### config.mk
export PLATFORM = sky130hd
export DESIGN_NAME = brp_static
export DESIGN_NICKNAME = d
export VERILOG_FILES = /design/src/rtl/brp_pkg.sv /design/src/rtl/brp_dir.sv /design/src/rtl/brp_cost.sv /design/src/rtl/brp_accum.sv /design/src/rtl/brp_static.sv
export SDC_FILE = /design/constraint.sdc
export NUM_CORES = 1
export LEC_CHECK = 0
export ABC_AREA = 1
export BUFFER_PORTS_ARGS = -buffer_cell sky130_fd_sc_hd__buf_2
export CAP_MARGIN = 10
export CORE_MARGIN = 2
export CORE_UTILIZATION = 59
export DETAILED_ROUTE_END_ITERATION = 8
export HOLD_SLACK_MARGIN = 0.06
export MAX_ROUTING_LAYER = met4
export PLACE_DENSITY = 0.95
export SLEW_MARGIN = 10
export SYNTH_ARGS = -nofsm -noshare
export SYNTH_HDL_FRONTEND = slang
export SYNTH_SLANG_ARGS = --single-unit
### constraint.sdc
create_clock -name clk -period 4 [get_ports clk]
set_clock_uncertainty 0.15 [all_clocks]
set_input_delay 0.4 -clock clk [delete_from_list [all_inputs] [get_ports clk]]
set_output_delay 0.4 -clock clk [all_outputs]
set_load 0.02 [all_outputs]
### src/rtl/brp_pkg.sv
package brp_pkg;
  typedef enum logic [1:0] {
    CMB_NN = 2'b00,
    CMB_NT = 2'b01,
    CMB_TN = 2'b10,
    CMB_TT = 2'b11
  } brp_combo_e;

  function automatic brp_combo_e brp_combo(input logic guess, input logic actual);
    return brp_combo_e'({guess, actual});
  endfunction
endpackage

### src/rtl/brp_dir.sv
module brp_dir #(
  parameter int DISP_W = 16
) (
  input  logic              short_i,
  input  logic [DISP_W-1:0] disp_i,
  output logic              taken_o
);
  logic backward;

  always_comb begin
    backward = disp_i[DISP_W-1] | (disp_i == '0);
    taken_o  = backward | short_i;
  end
endmodule

### src/rtl/brp_cost.sv
module brp_cost
  import brp_pkg::*;
#(
  parameter int PEN_W  = 2,
  parameter int PEN_NN = 1,
  parameter int PEN_NT = 3,
  parameter int PEN_TN = 3,
  parameter int PEN_TT = 2
) (
  input  logic             guess_i,
  input  logic             actual_i,
  output logic [PEN_W-1:0] cost_o,
  output logic             miss_o
);
  brp_combo_e combo;

  always_comb begin
    combo  = brp_combo(guess_i, actual_i);
    miss_o = guess_i ^ actual_i;
    unique case (combo)
      CMB_NN:  cost_o = PEN_W'(PEN_NN);
      CMB_NT:  cost_o = PEN_W'(PEN_NT);
      CMB_TN:  cost_o = PEN_W'(PEN_TN);
      default: cost_o = PEN_W'(PEN_TT);
    endcase
  end
endmodule

### src/rtl/brp_accum.sv
module brp_accum #(
  parameter int CNT_W = 32,
  parameter int PEN_W = 2
) (
  input  logic             clk,
  input  logic             rst_n,
  input  logic             clr_i,
  input  logic             add_i,
  input  logic [PEN_W-1:0] amount_i,
  output logic [CNT_W-1:0] total_o
);
  localparam int SUM_W = CNT_W + 1;

  logic [CNT_W-1:0] total_q, total_d;
  logic [SUM_W-1:0] sum;
  logic             total_en;

  always_comb begin
    sum      = SUM_W'(total_q) + SUM_W'(amount_i);
    total_en = clr_i | add_i;
    if (clr_i)
      total_d = '0;
    else if (sum[CNT_W])
      total_d = '1;
    else
      total_d = sum[CNT_W-1:0];
  end

  always_ff @(posedge clk or negedge rst_n) begin
    if (!rst_n)
      total_q <= '0;
    else if (total_en)
      total_q <= total_d;
  end

  assign total_o = total_q;
endmodule

### src/rtl/brp_static.sv
module brp_static #(
  parameter int DISP_W = 16,
  parameter int CNT_W  = 32,
  parameter int PEN_W  = 2,
  parameter int PEN_NN = 1,
  parameter int PEN_NT = 3,
  parameter int PEN_TN = 3,
  parameter int PEN_TT = 2
) (
  input  logic              clk,
  input  logic              rst_n,
  input  logic              dec_valid_i,
  input  logic              dec_short_i,
  input  logic [DISP_W-1:0] dec_disp_i,
  output logic              pred_taken_o,
  input  logic              res_valid_i,
  input  logic              res_taken_i,
  input  logic              clr_i,
  output logic              pen_valid_o,
  output logic [PEN_W-1:0]  pen_cycles_o,
  output logic              mispred_o,
  output logic [CNT_W-1:0]  stall_total_o
);
  logic             guess_now;
  logic             held_q;
  logic [PEN_W-1:0] cost;
  logic             miss;
  logic             pen_valid_q, pen_valid_d;
  logic [PEN_W-1:0] pen_cycles_q, pen_cycles_d;
  logic             mispred_q, mispred_d;

  brp_dir #(.DISP_W(DISP_W)) u_dir (
    .short_i (dec_short_i),
    .disp_i  (dec_disp_i),
    .taken_o (guess_now)
  );

  brp_cost #(
    .PEN_W(PEN_W), .PEN_NN(PEN_NN), .PEN_NT(PEN_NT),
    .PEN_TN(PEN_TN), .PEN_TT(PEN_TT)
  ) u_cost (
    .guess_i  (held_q),
    .actual_i (res_taken_i),
    .cost_o   (cost),
    .miss_o   (miss)
  );

  brp_accum #(.CNT_W(CNT_W), .PEN_W(PEN_W)) u_accum (
    .clk      (clk),
    .rst_n    (rst_n),
    .clr_i    (clr_i),
    .add_i    (res_valid_i),
    .amount_i (cost),
    .total_o  (stall_total_o)
  );

  always_comb begin
    pen_valid_d  = res_valid_i;
    pen_cycles_d = res_valid_i ? cost : '0;
    mispred_d    = res_valid_i & miss;
  end

  always_ff @(posedge clk or negedge rst_n) begin
    if (!rst_n)
      held_q <= 1'b0;
    else if (dec_valid_i)
      held_q <= guess_now;
  end

  always_ff @(posedge clk or negedge rst_n) begin
    if (!rst_n) begin
      pen_valid_q  <= 1'b0;
      pen_cycles_q <= '0;
      mispred_q    <= 1'b0;
    end else begin
      pen_valid_q  <= pen_valid_d;
      pen_cycles_q <= pen_cycles_d;
      mispred_q    <= mispred_d;
    end
  end

  assign pred_taken_o = guess_now;
  assign pen_valid_o  = pen_valid_q;
  assign pen_cycles_o = pen_cycles_q;
  assign mispred_o    = mispred_q;
endmodule

## After elaboration in Yosys (flattened, before gate mapping)

Index checks and enable logic that the tools add are counted.

| storage, ports and cells | value |
|---|---|
| bits of input ports | 23 |
| register bits after elaboration | 37 |
| output and inout port bits | 37 |

| cells by class | value |
|---|---|
| reductions and logical operators | 3 |
| equal/unequal tests | 2 |
| muxes and demuxes | 4 |
| $add $sub $neg | 1 |
| bitwise logic cells | 5 |

Operators by type and width:

| cell | count |
|---|---|
| $mux 32 | 2 |
| $add 32x2->33 | 1 |
| $logic_not 16->1 | 1 |
| $pmux 2 s2 | 1 |
| $or 1x1->1 | 3 |
| $eq 2x1->1 const B | 1 |
| $eq 2x2->1 const B | 1 |
| $logic_not 2->1 | 1 |
| $mux 2 | 1 |
| $reduce_or 2->1 | 1 |
| $and 1x1->1 | 1 |
| $xor 1x1->1 | 1 |

## Depth between registers and ports, before layout

| depth | value |
|---|---|
| depth in word-level cells | 6 |
| mapped depth | 13 |
| gate-level depth less buffers | 13 |

## By module

From an unflattened synthesis, not the netlist that was laid out.

| second synthesis, totals | value |
|---|---|
| cells, all modules | 409 |
| area total of the unflattened synthesis | 2640.0 sq um |

Modules (own cells, without submodules):

| module | area each (sq um) | cells each | times used | sequential area each (sq um) |
|---|---|---|---|---|
| brp_accum | 2373.5 | 371 | 1 | 800.8 |
| brp_static | 162.7 | 15 | 1 | 125.1 |
| brp_dir | 63.8 | 17 | 1 | 0.0 |
| brp_cost | 40.0 | 6 | 1 | 0.0 |

## Least setup slack after synthesis

No wires, ideal clock.

| timing path | value |
|---|---|
| path type | input -> register |
| start | input res_taken_i |
| end | register u_accum.total_q[13], in the netlist u_accum.total_o[13] |
| path slack | 1878 ps |
| arrival | 1850 ps |
| stages on the path | 13 |
| path buffers | 1 |
| data required time | 3728 ps |
| path through | ha_1 -> inv_1 -> ha_1 -> fa_1 -> nand2_2 -> nor2_4 -> nand2_4 -> nor2_4 -> nand3_4 -> buf_6 -> nand3_1 -> nand2_1 -> o21ai_1 |

| on the way | value |
|---|---|
| cells in the longest elaborated chain, start to end | 6 |
| elaborated cells between the ends (all ways) | 8 |

Ends and longest elaborated chain:

| what | line | RTL |
|---|---|---|
| start, declared | brp_static.sv:17 | `input logic res_taken_i,` |
| $eq 2x1->1 or $eq 2x2->1 (tied branches) | brp_cost.sv:20 | `unique case (combo)` |
| $reduce_or 2->1 (no source line) | -- |  |
| $pmux 2 s2 (*) | brp_cost.sv:20 |  |
| $add 32x2->33 (*) | brp_accum.sv:19 | `sum = SUM_W'(total_q) + SUM_W'(amount_i);` |
| $mux 32 (*) | brp_accum.sv:23 | `else if (sum[CNT_W])` |
| $mux 32 (*) | brp_accum.sv:21 | `if (clr_i)` |
| end signal, assigned | brp_accum.sv:33 | `total_q <= total_d;` |
| end, declared | brp_accum.sv:14 | `logic [CNT_W-1:0] total_q, total_d;` |

Mark *: on every way between the ends. The rest lies on a longest branch, timed or not.
A chain may end at the register's enable or synchronous reset.

## Final worst setup path

| timing path | value |
|---|---|
| start | register held_q |
| end | register u_accum.total_q[14], in the netlist u_accum.total_o[14] |

| on the way | value |
|---|---|
| cells in the longest elaborated chain, start to end | 6 |
| elaborated cells between the ends (all ways) | 8 |

Ends and longest elaborated chain:

| what | line | RTL |
|---|---|---|
| start, declared | brp_static.sv:25 | `logic held_q;` |
| start signal, assigned | brp_static.sv:67 | `held_q <= guess_now;` |
| $eq 2x1->1 or $eq 2x2->1 (tied branches) | brp_cost.sv:20 |  |
| $reduce_or 2->1 (no source line) | -- |  |
| $pmux 2 s2 (*) | brp_cost.sv:20 |  |
| $add 32x2->33 (*) | brp_accum.sv:19 |  |
| $mux 32 (*) | brp_accum.sv:23 |  |
| $mux 32 (*) | brp_accum.sv:21 |  |

Marks and branches as above.

==> key figures <==
Die
  • Die ar.: 0.005042 mm²
  • DIE WIDTH: 71.01 µm
  • Initial Util: 60.83%
  • Row Count: 24
  • Ports: 60
  • Chip Height: 71.01 µm
  • Area of the core: 0.004354 mm²

Clock tree
  • Hold_buf cts: 0
  • CTS buffer count: 5
  • CTS tree: built
  • CTS resizes: 0
  • Worst skew pair latency: 0.30 ns
  • Total clock sinks: 37
  • Max clock buf depth: 2
  • Reg clk slew, reported paths: 0.08 ns
  • Post-CTS setup buffer count: 0
  • H-tree depth: 2
  • Root buf cell: clkbuf_8

Timing
  • Fmax: 0.4228 GHz
  • Final Hold Viols: 0
  • Rel. slew slack: 44.68%
  • Post-Route Setup TNS: 0 ns
  • Min cycle time layout: 2.365 ns
  • Final period util: 59.12%
  • Final hold slack: 0.04723 ns
  • Max Slew Vio Count: 0
  • Worst Tran Pin Value: 0.8297 ns
  • Final setup viols: 0
  • RSZ-0062 raised after global routing: false

Logic synthesis
  • Synth top area cells: dfrtp_1 (35%), nand2_1 (24%), nor2_1 (7.4%), inv_1 (6.5%), nand3_1 (6.2%)
  • Post-synth cell types: 28
  • EDFF count, synth: 0
  • Avg Inst Size Synth: 6.540 µm²
  • Seq/Total Area, Yosys: 34.96%
  • Synth Area in Adders: 2.645%
  • Synth Area in XOR/XNOR: 1.323%
  • Yosys warnings: 0
  • Area fraction of the dominant cell type after synthesis: 34.96%
  • Mapped Area: 0.002649 mm²
  • Compound-Gate Fraction of Synth Area: 4.110%
  • Simple-gate share of the synthesized area: 48.46%
  • Largest family of logic cells by synthesized area: simple AND/OR/NAND/NOR gates
  • Synthesized Nets: 433
  • Most used DFF post-synth: dfrtp_1
  • Seq cells post-synth: 37
  • Mux cell area share after synthesis: 0%
  • Dominant cell type by area after synthesis: dfrtp_1
  • Async set-reset flop share out of synthesis: 100.0%
  • Synthesized instance count: 405

Placed design
  • Post-DP HPWL: 5370 µm
  • GPL Wtd Cong: 1.033
  • Area after DPL: 0.002974 mm²
  • Port bufs: 59

Power and ir drop
  • Power per standard cell area: 237.4 mW/mm²
  • Max VDD drop: 0.0001551 V
  • Leak pwr: 0.001644 µW

Final layout
  • Area occupied by multi-input gates: 0.001500 mm²
  • Nets: 494
  • Share of cells above drive strength 1: 20.56%
  • Area delta synth->final: 15.40%
  • Post-route cell area: 0.003057 mm²
  • Flip-flop and latch area: 925.9 µm²
  • Most frequent cells in the layout: nand2_1 (166), buf_2 (59), nor2_1 (51), inv_1 (46), dfrtp_1 (37)
  • Most common cell after layout, fill and taps aside: nand2_1
  • Diode count: 0
  • Finished Core Util: 70.20%
  • Fill count: 371

Setup path
  • Crit-path max FO: 23
  • CP Data Required Time: 4.06 ns
  • Critical path class: reg2reg
  • Endpoint kind of the worst setup timing path: register
  • Worst path arrival time: 2.43 ns
  • Type of origin of the critical path: register

Drt
  • DRT iter0 DRCs: 239
  • DR pass1 iterations: 5
  • Routed vias/inst: 5.437
  • Final wirelength: 7051 µm
  • Residual DRC: 0
  • Detail Route Antenna Nets: 0
  • Routed vias: 2822
  • DR WL/cell: 13.59 µm

Global routing
  • Total grt overflow: 0
  • Number of global-route vias before repair: 2584
  • Total GRT Usage: 30.79%
  • Global-route wire length before repair: 11790 µm
  • Antenna violations before repair: 0
  • Largest net degree at the start of global routing: 38

Flow run
  • Max Cap Viol: 0

Status
  • Status: finished, final reports clean

Hold path
  • Worst Hold Class: in2async
-- routing by layer --
layer,vias to the layer above,GRT usage [%],part of all wire (%)
li1,1380,-,-
met1,1259,39.95,42
met2,154,45.90,44
met3,29,5.983,10
met4,0,15.72,3.9
met5,-,-,0
-- power by group --
group / internal, µW / switching, µW / leakage (µW)
combinational: 27.7 / 53.8 / 0.00109
clock: 121 / 135 / 0.0000450
sequential: 381 / 6.54 / 0.000506
total: 530 / 196 / 0.00164
-- cell families (layout without fill, tap and decap cells) --
group	count (synthesis)	count (layout)
AOI/OAI and AO/OA	20	20
xor gates and xnor gates	4	4
adders and majority gates	5	5
buffers and inverters	53	115
DFF	37	37
and+or+nand+nor	286	286
-- metrics by stage --
stage                     total power (µW)  worst slack, ns  std cells
final                                725.7            1.635        519
after floorplan                      440.8            1.878        405
after detailed placement             477.8            1.508        511
after global placement               473.2            1.588        511
after CTS                            733.8            1.647        519
after global routing                 761.4            1.471        519
-- area by class of cell --
type / instances / area share [%]
Multi-Input combinational cell: 315 / 49.08
Sequential cell: 37 / 30.29
Timing Repair Buffer: 61 / 10.15
Inverter: 46 / 5.649
Tap cell: 52 / 2.129
Clock inverter: 2 / 0.3275
Clock buffer: 6 / 2.374
-- registers in the layout, summed over array words and instances, names as in the netlist --
signal and cells:
held_q 1, u_accum.total_o 32, pen_cycles_o 2, pen_valid_o 1, mispred_o 1
-- cell usage after synthesis, types with 2 or more instances --
cell type	n
nor2_2	4
ha_1	4
nand3_1	33
buf_2	3
xor2_1	3
nand3_2	10
o211ai_1	2
buf_6	3
nor2_4	5
o21ai_0	12
nand2_1	166
dfrtp_1	37
nor2_1	52
inv_1	46
nand2_2	4
o21ai_1	5
nand3b_1	3
nand4_1	3
-- worst paths after layout --
path,from,to,slack [ns],cells after the start
max reg2reg,held_q,u_accum.total_o[14],1.64,12
max,held_q,u_accum.total_o[14],1.64,12
max in group asynchronous,rst_n,u_accum.total_o[20],3.13,1
min in group clk,dec_valid_i,held_q,0.15,2
min reg2reg,u_accum.total_o[0],u_accum.total_o[0],0.38,2
min,rst_n,u_accum.total_o[10],0.05,1
-- worst max-delay path, cell delays in order, from the launching register on --
cell and delay (ns):
dfrtp_1 0.38, ha_1 0.19, inv_1 0.06, ha_1 0.18, fa_1 0.25, nand2_2 0.09, nor2_4 0.13, nand2_4 0.09
nor2_4 0.14, nand3_4 0.29, nand3_2 0.16, nand2_1 0.06, o21ai_1 0.11
Power figures use the tool's default switching activity.
